<file path="src/rtl/capu_pkg.sv">
package capu_pkg;

  localparam int unsigned NREG  = 4;
  localparam int unsigned NPAIR = NREG / 2;

  // single-edge choice: 1 selects rising, 0 selects falling
  function automatic logic pick_edge(input logic want_rise, input logic rise, input logic fall);
    return want_rise ? rise : fall;
  endfunction

  // buffered choice from the pair's two select bits
  function automatic logic pair_edge(input logic sel_m, input logic sel_x,
                                     input logic rise, input logic fall);
    return (sel_m ^ sel_x) ? (rise | fall) : pick_edge(sel_m, rise, fall);
  endfunction

endpackage

</file>
<file path="src/rtl/capu_sync_edge.sv">
module capu_sync_edge #(
  parameter int unsigned STAGES = 2
) (
  input  logic clk,
  input  logic rst_n,
  input  logic din,
  output logic rise_o,
  output logic fall_o
);
  logic [STAGES-1:0] sh_q;
  logic              prev_q;

  always_ff @(posedge clk or negedge rst_n) begin
    if (!rst_n) begin
      sh_q   <= '0;
      prev_q <= 1'b0;
    end else begin
      sh_q   <= {sh_q[STAGES-2:0], din};
      prev_q <= sh_q[STAGES-1];
    end
  end

  assign rise_o = sh_q[STAGES-1] & ~prev_q;
  assign fall_o = ~sh_q[STAGES-1] & prev_q;
endmodule

</file>
<file path="src/rtl/capu_pair.sv">
module capu_pair
  import capu_pkg::*;
#(
  parameter int unsigned CW = 16
) (
  input  logic          clk,
  input  logic          rst_n,
  input  logic          standby,
  input  logic          buf_en,
  input  logic          sel_m,
  input  logic          sel_x,
  input  logic          rise_m,
  input  logic          fall_m,
  input  logic          rise_x,
  input  logic          fall_x,
  input  logic [CW-1:0] cnt,
  output logic          ld_m,
  output logic          ld_x,
  output logic [CW-1:0] q_m,
  output logic [CW-1:0] q_x
);
  logic hit_m, hit_x;

  always_comb begin
    if (buf_en) begin
      hit_m = pair_edge(sel_m, sel_x, rise_m, fall_m);
      hit_x = hit_m;
    end else begin
      hit_m = pick_edge(sel_m, rise_m, fall_m);
      hit_x = pick_edge(sel_x, rise_x, fall_x);
    end
    ld_m = hit_m & ~standby;
    ld_x = hit_x & ~standby;
  end

  always_ff @(posedge clk or negedge rst_n) begin
    if (!rst_n) begin
      q_m <= '0;
      q_x <= '0;
    end else if (standby) begin
      q_m <= '0;
      q_x <= '0;
    end else begin
      if (ld_m) q_m <= cnt;
      if (ld_x) q_x <= buf_en ? q_m : cnt;
    end
  end
endmodule

</file>
<file path="src/rtl/capu_flags.sv">
module capu_flags #(
  parameter int unsigned N = 4
) (
  input  logic         clk,
  input  logic         rst_n,
  input  logic [N-1:0] set_i,
  input  logic [N-1:0] clr_i,
  output logic [N-1:0] flag_o
);
  always_ff @(posedge clk or negedge rst_n) begin
    if (!rst_n) flag_o <= '0;
    else        flag_o <= (flag_o & ~clr_i) | set_i;
  end
endmodule

</file>
<file path="src/rtl/capu_rdport.sv">
module capu_rdport #(
  parameter int unsigned CW   = 16,
  parameter int unsigned NREG = 4
) (
  input  logic                      clk,
  input  logic                      rst_n,
  input  logic                      rd_en,
  input  logic [2:0]                rd_addr,
  input  logic [NREG-1:0][CW-1:0]   regs,
  output logic [CW/2-1:0]           rd_data,
  output logic [CW/2-1:0]           tmp_o
);
  localparam int unsigned HW = CW / 2;

  logic [CW-1:0] sel_w;
  assign sel_w = regs[rd_addr[2:1]];

  always_ff @(posedge clk or negedge rst_n) begin
    if (!rst_n)                    tmp_o <= '0;
    else if (rd_en && !rd_addr[0]) tmp_o <= sel_w[HW-1:0];
  end

  always_comb begin
    if (!rd_en)          rd_data = '0;
    else if (rd_addr[0]) rd_data = tmp_o;
    else                 rd_data = sel_w[CW-1:HW];
  end
endmodule

</file>
<file path="src/rtl/cap_pair_unit.sv">
module cap_pair_unit
  import capu_pkg::*;
#(
  parameter int unsigned CW          = 16,
  parameter int unsigned SYNC_STAGES = 2
) (
  input  logic              clk,
  input  logic              rst_n,
  input  logic              standby_i,
  input  logic [CW-1:0]     cnt_i,
  input  logic [3:0]        cap_i,
  input  logic [1:0]        buf_en_i,
  input  logic [3:0]        edge_sel_i,
  input  logic [3:0]        flag_clr_i,
  input  logic              rd_en_i,
  input  logic [2:0]        rd_addr_i,
  output logic [CW/2-1:0]   rd_data_o,
  output logic [3:0]        flag_o,
  output logic [3:0]        cap_pulse_o
);
  // named internal events, observed by the bound checker
  logic [NREG-1:0]          rise_w;
  logic [NREG-1:0]          fall_w;
  logic [NREG-1:0]          ld_w;
  logic [NREG-1:0][CW-1:0]  cap_q;
  logic [CW/2-1:0]          tmp_q;

  for (genvar g = 0; g < NREG; g++) begin : g_sync
    capu_sync_edge #(.STAGES(SYNC_STAGES)) u_sync (
      .clk    (clk),
      .rst_n  (rst_n),
      .din    (cap_i[g]),
      .rise_o (rise_w[g]),
      .fall_o (fall_w[g])
    );
  end

  for (genvar p = 0; p < NPAIR; p++) begin : g_pair
    capu_pair #(.CW(CW)) u_pair (
      .clk     (clk),
      .rst_n   (rst_n),
      .standby (standby_i),
      .buf_en  (buf_en_i[p]),
      .sel_m   (edge_sel_i[p]),
      .sel_x   (edge_sel_i[p+NPAIR]),
      .rise_m  (rise_w[p]),
      .fall_m  (fall_w[p]),
      .rise_x  (rise_w[p+NPAIR]),
      .fall_x  (fall_w[p+NPAIR]),
      .cnt     (cnt_i),
      .ld_m    (ld_w[p]),
      .ld_x    (ld_w[p+NPAIR]),
      .q_m     (cap_q[p]),
      .q_x     (cap_q[p+NPAIR])
    );
  end

  capu_flags #(.N(NREG)) u_flags (
    .clk    (clk),
    .rst_n  (rst_n),
    .set_i  (ld_w),
    .clr_i  (flag_clr_i),
    .flag_o (flag_o)
  );

  capu_rdport #(.CW(CW), .NREG(NREG)) u_rd (
    .clk     (clk),
    .rst_n   (rst_n),
    .rd_en   (rd_en_i),
    .rd_addr (rd_addr_i),
    .regs    (cap_q),
    .rd_data (rd_data_o),
    .tmp_o   (tmp_q)
  );

  assign cap_pulse_o = ld_w;
endmodule

</file>
<file path="config.mk">
export PLATFORM = sky130hd
export DESIGN_NAME = cap_pair_unit
export DESIGN_NICKNAME = d
export VERILOG_FILES = /design/src/rtl/capu_pkg.sv /design/src/rtl/capu_sync_edge.sv /design/src/rtl/capu_pair.sv /design/src/rtl/capu_flags.sv /design/src/rtl/capu_rdport.sv /design/src/rtl/cap_pair_unit.sv
export SDC_FILE = /design/constraint.sdc
export NUM_CORES = 1
export LEC_CHECK = 0
export CORE_MARGIN = 2
export CORE_UTILIZATION = 56
export DETAILED_ROUTE_END_ITERATION = 6
export PLACE_DENSITY = 0.8
export SETUP_SLACK_MARGIN = 0.2
export SKIP_LAST_GASP = 1
export SYNTH_ARGS = -nofsm -noshare
export SYNTH_HDL_FRONTEND = slang
export SYNTH_HIERARCHICAL = 1
export SYNTH_SLANG_ARGS = --single-unit
</file>
<file path="constraint.sdc">
create_clock -name clk -period 1.95 [get_ports clk]
set_input_delay 0.195 -clock clk [delete_from_list [all_inputs] [get_ports clk]]
set_output_delay 0.195 -clock clk [all_outputs]
set_load 0.005 [all_outputs]
</file>
==> impl_metrics.py, run 1 <==
metrics = {
    "cells_and_area": {
        "fin_nets": 456,
        "post-route-cell-area_sq_um": 5650,
        "n_antenna_cell": 0,
        "area_growth_pct": 27.1,
        "drive_gt1_share_pct": 34.0,
        "fill_cells": 511,
    },
    "cts": {
        "cts_sinks": 88,
        "cts_tree": "built",
        "clkSlewWorstSetupHoldPaths_ns": 0.08,
        "cts_buffer_depth": 2,
        "htreeDepth": 3,
        "clock-root-buffer": "clkbuf_8",
        "cts_buffers": 9,
        "clk_latency_ns": 0.36,
    },
    "setup_path": {
        "cp.arrival_ns": 1.82,
        "path_max_fanout": 3,
        "worstSetupStartpointType": "register",
        "r2r-end": "g_pair[0].u_pair/q_m[3]",
        "required_ns": 1.75,
        "r2r_setup_slack_ns": 0.08,
        "worstSetupPathType": "reg -> out",
        "cp-end-kind": "output port",
        "reg2reg_depth": 7,
        "r2r_start": "g_sync[0].u_sync/prev_q",
        "worstSetupStartpoint": "g_sync[3].u_sync/sh_q[1]",
    },
    "yosys": {
        "synth-edff-count": 0,
        "syn-num-nets": 374,
        "ys.flop_type": "dfrtp_1",
        "synth-seq-cells": 88,
        "ys_top_cells_by_count": "dfrtp_1, mux2i_1, a21oi_1, a22o_1, a211oi_2",
        "ys_top_cells_by_area": "dfrtp_1, mux2i_1, a22o_1, a211oi_2, mux2_4",
        "yosysMostFrequentCell": "dfrtp_1",
        "synth.distinct_cells": 28,
        "synth_top_area_share_pct": 49.5,
        "syn_area_per_cell_sq_um": 13.2,
        "yosys_warnings": 6,
        "ys_seq_area_share_pct": 49.5,
        "yosysTopAreaCell": "dfrtp_1",
        "synthCells": 337,
        "async_flop_share_pct": 100,
        "syn-cell-area_sq_um": 4450,
    },
    "worst_hold_path": {
        "whs_path_depth": 2,
        "hp-class": "in -> reg",
        "min_to": "g_pair[1].u_pair/q_x[1]",
        "hold_path.startpoint": "standby_i",
    },
    "timing": {
        "final_max_slew_viol_count": 0,
        "setup_viol": 2,
        "skew_ns": 0.0131,
        "max-slew-margin-rel_pct": 67.5,
        "hold_slack_ns": 0.253,
        "setup_slack_ns": -0.0656,
        "fmax_mhz": 496,
        "layout_min_cycle_time_ns": 2.02,
        "rsz0062_at_grt": "true",
        "timing.final.crit_share_pct": 103,
        "hold_violations": 0,
        "max_slew.worst_pin.slew_ns": 0.488,
    },
    "pwr": {
        "power_leakage_nw": 2.57,
        "power_density_nw_per_um2": 762,
        "ir_drop_mv": 0.479,
    },
    "placed_design": {
        "dp_hpwl_microns": 7580,
        "place_area_sq_um": 5170,
        "gp_congestion": 0.868,
        "io_buffer_count": 52,
    },
    "routing": {
        "via_per_inst": 6.48,
        "postRouteAntennaNets": 0,
        "wl_per_cell_microns": 23.1,
        "drt_wl_total_microns": 12100,
        "first_pass_iters": 5,
        "drtIter0Drc": 252,
        "vias": 3400,
        "route.detailed.drc": 0,
    },
    "grt": {
        "grt_first_pass_wirelength_microns": 18900,
        "grtUsageTotal_pct": 29.0,
        "grtUsageMet2_pct": 47.6,
        "use_met3_pct": 3.87,
        "grt_pass1_vias": 3503,
        "gr-total-overflow": 0,
        "grt_start_max_net_pins": 54,
        "use_met1_pct": 39.5,
        "busiest_layer": "met2",
        "antenna_found_initial": 0,
    },
    "die": {
        "initial_utilization_pct": 57.6,
        "std_cell_rows": 32,
        "design.core.area_sq_um": 7730,
        "die_area_sq_um": 8670,
        "fp.dieW_microns": 93.1,
        "die_y_microns": 93.1,
        "ioPinCount": 53,
    },
    "job": {
        "drv_cap": 0,
    },
    "outcome": {
        "status": "finished with violations",
        "violations": "negative setup slack",
    },
}
worst max path at each step:
stage               slack, ns  depth (start not counted)                 to
global route            -0.12                          6     cap_pulse_o[2]
detailed placement      -0.28                          4       rd_data_o[3]
finish                  -0.07                          6     cap_pulse_o[3]
floorplan                0.25                          7  u_flags/flag_o[2]
global placement        -0.25                          4       rd_data_o[3]
CTS                     -0.06                          6     cap_pulse_o[2]
state kept, by name, summed over array words and instances (netlist names):
register              flops
g_pair.u_pair/q_x        32
g_sync.u_sync/sh_q        8
g_sync.u_sync/prev_q      4
u_flags/flag_o            4
u_rd/tmp_o                8
g_pair.u_pair/q_m        32
metal layers:
metal / vias up / part of all wire [%]
met5: - / 0
met4: 0 / 1.9
met3: 21 / 5.8
met2: 163 / 50
met1: 1761 / 42
li1: 1455 / -
power breakdown:
part           internal (W)  switching (W)
Clock              0.000620       0.000626
Sequential          0.00198       0.000112
Combinational      0.000490       0.000476
metrics by stage:
step / utilization, % / setup TNS [ns] / total power, W / instances / setup slack, ns
finish: 73.2 / -0.123 / 0.00430 / 525 / -0.0656
global route: 73.2 / -0.326 / 0.00446 / 525 / -0.116
CTS: 71.8 / -0.133 / 0.00426 / 522 / -0.0594
detailed placement: 66.9 / -8.42 / 0.00299 / 496 / -0.284
global placement: 66.9 / -7.28 / 0.00295 / 496 / -0.253
floorplan: - / 0 / 0.00263 / 337 / 0.251
kinds of logic after synthesis:
family                 Yosys count  synth area share [%]
multiplexers                    68                  18.9
AO/OA/AOI/OAI                  114                  21.5
AND/OR/NAND/NOR                 33                  5.01
flip-flops                      88                  49.5
buffers and inverters           34                  5.09
layout by cell type (no fill, tap or decap), types with 5 or more instances in the layout:
cell type         n
a211oi_1          5
a211oi_2         27
a21oi_1          26
a21oi_2           6
a22o_1           32
buf_2             6
buf_4            39
clkbuf_8         10
clkdlybuf4s50_1  34
dfrtp_1          88
dlygate4sd2_1     9
mux2_4           12
mux2i_1          48
mux4_2            8
nand3_1           8
nor2b_1           7
o221ai_2          5
what timing repair did:
action | CTS | global route
setup endpoints to repair | 52 | 57
gates cloned | 2 | 1
hold endpoints to repair | 35 | 0
hold buffers | 1 | 0
buffers inserted | 8 | 2
resized for setup | 54 | 16
pin swaps | 18 | 8
critical path: stages, from the launching register on:
cell and delay (ns):
dfrtp_1 0.38, and2b_2 0.22, mux2_4 0.27, o21a_4 0.22, and2_4 0.13, nor2b_4 0.12, buf_2 0.13
area by class of cell:
| class | instances | area [sq um] | area share (%) |
|---|---|---|---|
| clock buffers | 12 | 145 | 2.57 |
| multi-input cells | 215 | 2150 | 38.1 |
| clock inverters | 3 | 42.5 | 0.753 |
| well taps | 102 | 128 | 2.26 |
| flip-flops and latches | 88 | 2200 | 39.0 |
| repair buffers | 101 | 967 | 17.1 |
| inverters | 4 | 15.0 | 0.266 |
Power figures use the tool's default switching activity.
==> run 2: changes to the inputs <==
--- a/config.mk
+++ b/config.mk
@@ -7,2 +7,3 @@
 export LEC_CHECK = 0
+export CAP_MARGIN = 20
 export CORE_MARGIN = 2
--- a/constraint.sdc
+++ b/constraint.sdc
@@ -3,2 +3,2 @@
 set_output_delay 0.195 -clock clk [all_outputs]
-set_load 0.005 [all_outputs]
+set_load 0.05 [all_outputs]
==> run 2 against run 1 <==
The flow still finishes with violations (negative setup slack). Clock power fell by 7%. Flip-flop and latch count stayed put. Wire length decreased by 3.8%. Utilization is 1.5 points higher. Critical path type unchanged.
==> impl_metrics.py, run 2 (same netlist as run 1, synthesis figures left out) <==
metrics = {
    "cells_and_area": {
        "area_growth_pct": 29.6,
        "final_common_cell": "dfrtp_1",
        "top_regs": "g_pair.u_pair/q_m: 32 flops, g_pair.u_pair/q_x: 32 flops",
        "fin_util_pct": 74.6,
        "drive_gt1_share_pct": 33.5,
        "mostFrequentLayoutCells": "dfrtp_1, mux2i_1, buf_4",
        "fin_nets": 453,
        "n_antenna_cell": 0,
    },
    "setup_path": {
        "r2r_setup_slack_ns": 0.02,
        "cp-end-kind": "output port",
        "worstSetupStartpointType": "register",
        "cp.arrival_ns": 1.85,
        "worstSetupStartpoint": "g_sync[3].u_sync/sh_q[1]",
        "r2r_start": "g_sync[2].u_sync/sh_q[1]",
        "required_ns": 1.75,
        "worstSetupPathType": "reg -> out",
        "path_max_fanout": 3,
    },
    "grt": {
        "grt_start_max_net_pins": 86,
        "grt_first_pass_wirelength_microns": 18900,
        "antenna_found_initial": 0,
        "grtUsageTotal_pct": 28.6,
        "gr-total-overflow": 0,
        "grt_pass1_vias": 3527,
    },
    "die": {
        "die_y_microns": 93.1,
        "initial_utilization_pct": 57.6,
        "ioPinCount": 53,
        "design.core.area_sq_um": 7730,
        "std_cell_rows": 32,
        "fp.dieW_microns": 93.1,
        "die_area_sq_um": 8670,
    },
    "placed_design": {
        "dp_hpwl_microns": 7040,
        "io_buffer_count": 52,
        "gp_congestion": 0.859,
        "pre_cts_ws_ns": -0.164,
    },
    "routing": {
        "drt_wl_total_microns": 11600,
        "first_pass_iters": 5,
        "wl_per_cell_microns": 22.3,
        "postRouteAntennaNets": 0,
        "route.detailed.drc": 0,
        "drtIter0Drc": 229,
        "vias": 3356,
        "via_per_inst": 6.42,
    },
    "timing": {
        "skew_ns": 0.00957,
        "timing.final.crit_share_pct": 105,
        "setup_slack_ns": -0.0981,
        "setup_viol": 4,
        "hold_violations": 0,
        "hold_slack_ns": 0.168,
        "layout_min_cycle_time_ns": 2.05,
        "fmax_mhz": 488,
        "max-slew-margin-rel_pct": 66.4,
        "rsz0062_at_grt": "true",
        "final_max_slew_viol_count": 0,
        "max_slew.worst_pin.slew_ns": 0.503,
    },
    "outcome": {
        "status": "finished with violations",
        "violations": "negative setup slack",
    },
    "cts": {
        "cts_tree": "built",
        "htreeDepth": 3,
        "clkSlewWorstSetupHoldPaths_ns": 0.09,
        "clock-root-buffer": "clkbuf_8",
        "cts_buffer_depth": 2,
        "cts_sinks": 88,
        "clk_latency_ns": 0.37,
        "cts_buffers": 9,
    },
    "pwr": {
        "pwr-share-comb_pct": 25.8,
        "p_clk_share_pct": 26.4,
        "power_leakage_nw": 2.62,
        "power_density_nw_per_um2": 758,
        "p_sw_w": 0.00136,
        "cell_internal_pwr_w": 0.00301,
        "p_sw_share_pct": 31.2,
        "ir_drop_mv": 0.415,
        "pwr-share-seq_pct": 47.7,
    },
    "job": {
        "drv_cap": 0,
    },
    "worst_hold_path": {
        "hp-class": "in -> async",
    },
}
==> run 2: area by class of cell <==
type | count | area (sq um)
Sequential cell | 88 | 2200
Multi-Input combinational cell | 215 | 2120
Fill cell | 503 | 1960
Timing Repair Buffer | 98 | 1120
Tap cell | 102 | 128
Clock buffer | 9 | 124
Clock inverter | 7 | 53.8
Inverter | 4 | 15.0
==> run 2: final timing paths <==
kind,cells after the start,endpoint
worst max-delay path,6,cap_pulse_o[3]
worst min-delay path,2,u_flags/flag_o[3]
worst max register to register,8,g_pair[0].u_pair/q_x[5]
worst min register to register,0,g_sync[0].u_sync/sh_q[1]
max in group asynchronous,3,g_pair[0].u_pair/q_x[5]
min in group clk,1,g_sync[1].u_sync/sh_q[0]
==> run 2: what timing repair did <==
item	4_1_cts	5_1_grt
resized for setup	19	13
buffers inserted	6	4
hold buffers	1	0
endpoints found under the setup margin	46	74
hold endpoints to repair	88	0
pin swaps	4	2
gates cloned	1	1
==> run 2: per-stage QoR <==
stage / area (sq um) / instances / TNS, ns / total power [W]
floorplan: 4470 / 337 / 0 / 0.00274
global placement: 5320 / 494 / -1.63 / 0.00312
detailed placement: 5320 / 494 / -3.04 / 0.00315
CTS: 5660 / 518 / -0.297 / 0.00434
global route: 5770 / 523 / -0.669 / 0.00455
finish: 5770 / 523 / -0.266 / 0.00437
==> run 2: critical path: stages (launching register included) <==
cell     delay, ns
dfrtp_1       0.37
and2b_2       0.22
mux2_4        0.27
o21a_4        0.20
and2_4        0.15
nor2b_4       0.13
buf_12        0.15
==> run 2: layer usage <==
metal  part of all wire [%]  up-vias  track usage (%)
met5                      0        -                0
met4                    2.7        0             10.5
met3                    5.3       24             5.32
met2                     51      129             46.9
met1                     41     1746             38.4
li1                       -     1457                -
==> run 2: power by group through the flow <==
stage / clock (W) / sequential, W / combinational [W]
final: 0.00116 / 0.00209 / 0.00113
after global routing: 0.00125 / 0.00211 / 0.00119
after global placement: 0 / 0.00211 / 0.00101
after CTS: 0.00117 / 0.00208 / 0.00109
after floorplan: 0 / 0.00212 / 0.000617
after detailed placement: 0 / 0.00211 / 0.00104
==> run 3: changes to the inputs <==
Settings changed: CORE_UTILIZATION 56 to 57, PLACE_DENSITY 0.8 to 0.81, SKIP_LAST_GASP 1 to default, SYNTH_HIERARCHICAL 1 to default.
==> run 3 against run 2 <==
The flow still finishes with violations (negative setup slack). Global-route usage grew 0.77 points. Combinational power grew 9%. Power grew 2.9%. Critical endpoint is now cap_pulse_o[0]. Highest routed layer unchanged.
==> impl_metrics.py, run 3 <==
metrics = {
    "outcome": {
        "status": "finished with violations",
        "violations": "negative setup slack",
    },
    "die": {
        "initial_utilization_pct": 58.4,
        "design.core.area_sq_um": 8180,
        "die_y_microns": 95.5,
        "fp.dieW_microns": 95.5,
        "die_area_sq_um": 9120,
        "ioPinCount": 53,
        "std_cell_rows": 33,
    },
    "setup_path": {
        "r2r_start": "g_sync[0].u_sync.sh_q[1]",
        "path_max_fanout": 4,
        "worstPathCellList": "ha_4 > nand2_2 > o221a_1 > a21oi_2 > buf_6 > nor2_2 > buf_6",
        "r2r_setup_slack_ns": 0.05,
        "max_stage_delay_ns": 0.42,
        "required_ns": 1.75,
        "cp-end-kind": "output port",
        "r2r-end": "g_pair[0].u_pair.q_m[4]",
        "crit_path_frequent_cell": "buf_6",
        "cp.arrival_ns": 1.82,
        "worstSetupStartpointType": "register",
        "critical_path.slowest_cell": "dfrtp_1",
        "worstSetupPathType": "reg -> out",
        "reg2reg_depth": 9,
    },
    "yosys": {
        "synth-seq-cells": 88,
        "synthMuxAreaShare_pct": 24.5,
        "synth_simple_gate_area_share_pct": 7.70,
        "syn-cell-area_sq_um": 4770,
        "ys_seq_area_share_pct": 46.1,
        "synthXorXnorAreaFrac_pct": 0,
        "synthCells": 397,
        "yosysTopAreaCell": "dfrtp_1",
        "synth_top_family_by_area": "multiplexers",
        "syn-num-nets": 438,
        "synth_top_area_share_pct": 46.1,
        "async_flop_share_pct": 100,
        "ys_top_cells_by_count": "dfrtp_1, mux2i_1, nand2_1",
        "yosysMostFrequentCell": "dfrtp_1",
        "synth-adder-area-share_pct": 1.05,
        "syn_area_per_cell_sq_um": 12.0,
        "ys_top_cells_by_area": "dfrtp_1, mux2i_1, mux4_2, nand2_1, a311oi_1",
        "synth_compound_area_share_pct": 14.7,
        "synth-edff-count": 0,
        "yosys_warnings": 0,
        "ys.flop_type": "dfrtp_1",
        "synth.distinct_cells": 37,
    },
    "timing": {
        "max_slew.worst_pin.slew_ns": 0.616,
        "rsz0062_at_grt": "true",
        "setup_viol": 3,
        "fmax_mhz": 497,
        "setup_slack_ns": -0.0607,
        "skew_ns": 0.0107,
        "timing.final.crit_share_pct": 103,
        "layout_min_cycle_time_ns": 2.01,
        "final_max_slew_viol_count": 0,
        "hold_violations": 0,
        "max-slew-margin-rel_pct": 59.0,
        "setup_tns_ns": -0.160,
    },
    "worst_hold_path": {
        "hold_path.startpoint": "cap_i[1]",
        "whs_path_depth": 1,
        "hp-class": "in -> reg",
        "min_to": "g_sync[1].u_sync.sh_q[0]",
    },
    "cts": {
        "clk_latency_ns": 0.37,
        "cts_sinks": 88,
        "cts_buffer_depth": 2,
        "clkSlewWorstSetupHoldPaths_ns": 0.08,
        "htreeDepth": 3,
        "clock-root-buffer": "clkbuf_8",
        "cts_tree": "built",
        "cts_buffers": 9,
    },
    "grt": {
        "grt_start_max_net_pins": 48,
        "busiest_layer": "met2",
        "grtUsageMet2_pct": 48.5,
        "grt_pass1_vias": 3845,
        "use_met1_pct": 38.9,
        "grtUsageTotal_pct": 29.4,
        "grt_first_pass_wirelength_microns": 20100,
        "antenna_found_initial": 0,
        "use_met3_pct": 4.74,
        "gr-total-overflow": 0,
    },
    "routing": {
        "route.detailed.drc": 0,
        "vias": 3833,
        "first_pass_iters": 5,
        "drtIter0Drc": 465,
        "drt_wl_total_microns": 13100,
        "wl_per_cell_microns": 22.1,
        "via_per_inst": 6.46,
        "postRouteAntennaNets": 0,
    },
    "placed_design": {
        "io_buffer_count": 52,
        "placed_cells": 551,
        "dp_hpwl_microns": 8260,
        "pre_cts_ws_ns": -0.0698,
        "gp_congestion": 0.840,
    },
    "cells_and_area": {
        "fin_cells": 593,
        "final_common_cell": "dfrtp_1",
        "multi_input_area_sq_um": 2480,
        "drive_gt1_share_pct": 35.5,
        "fin_nets": 524,
        "mostFrequentLayoutCells": "dfrtp_1, mux2i_1, nand2_1",
        "fin_util_pct": 76.4,
        "fill_cells": 504,
        "n_antenna_cell": 0,
        "area_growth_pct": 30.8,
        "top_regs": "g_pair.u_pair.q_m: 32 flops, g_pair.u_pair.q_x: 32 flops",
        "seq_area_sq_um": 2200,
    },
    "pwr": {
        "power_leakage_nw": 2.85,
        "power_density_nw_per_um2": 721,
        "ir_drop_mv": 0.481,
    },
    "job": {
        "drv_cap": 0,
    },
}
[run 3: per-layer routing]
metal / routed length, microns / vias up
met5: 0 / -
met3: 910 / 41
li1: - / 1651
met1: 5140 / 1930
met2: 6620 / 211
met4: 413 / 0
[run 3: worst max-delay path: cells and delay by family, from the launching register on]
| family | cells | cell delay (ns) |
|---|---|---|
| flops | 1 | 0.42 |
| buf+inv | 2 | 0.27 |
| simple gates | 2 | 0.09 |
| fa+ha+maj | 1 | 0.33 |
| compound gates | 2 | 0.34 |
[run 3: where the power goes]
group          leakage, nW  switching, W  internal (W)  total (W)
Sequential            1.16      0.000109       0.00197    0.00208
Clock               0.0926      0.000687      0.000502    0.00119
Combinational         1.60      0.000631      0.000600    0.00123
[run 3: final cells by class]
| type | count | share of cell area [%] |
|---|---|---|
| multi-input combinational | 260 | 39.8 |
| clock buffer | 10 | 2.20 |
| timing repair buffer | 114 | 19.4 |
| tap | 105 | 2.10 |
| sequential | 88 | 35.3 |
| inverter | 10 | 0.601 |
| clock inverter | 6 | 0.701 |
[run 3: worst max path at each step]
stage | startpoint | endpoint | slack [ns] | cells past startpoint
2_1_floorplan | g_sync[0].u_sync.sh_q[1] | cap_pulse_o[2] | 0.13 | 8
3_3_place_gp | rd_addr_i[1] | rd_data_o[1] | -0.03 | 6
3_5_place_dp | rd_addr_i[1] | rd_data_o[2] | -0.07 | 6
4_1_cts | g_sync[1].u_sync.sh_q[1] | cap_pulse_o[3] | -0.07 | 6
5_1_grt | g_sync[1].u_sync.sh_q[1] | cap_pulse_o[3] | -0.12 | 6
6_report | g_sync[0].u_sync.sh_q[1] | cap_pulse_o[0] | -0.06 | 7
[run 3: cell families (layout without fill, tap and decap cells)]
logic type,count (synthesis),count (layout)
adders and majority gates,4,4
DFF,88,88
buffers and inverters,49,140
and+or+nand+nor,79,79
AOI/OAI and AO/OA,81,81
muxes,96,96
[run 3: per-stage QoR]
stage	instance area, sq um	hold slack, ns	total power (W)
3_5_place_dp	5630	0.248	0.00316
3_3_place_gp	5630	0.247	0.00312
6_report	6240	0.260	0.00450
5_1_grt	6240	0.260	0.00468
4_1_cts	6070	0.255	0.00441
2_1_floorplan	4890	-0.101	0.00277
[run 3: what timing repair did]
action | CTS | global route
pin swaps | 5 | 2
endpoints found under the setup margin | 13 | 68
hold endpoints to repair | 45 | 0
gates cloned | 1 | 2
setup buffers | 18 | 4
hold buffers | 1 | 0
resized for setup | 30 | 20
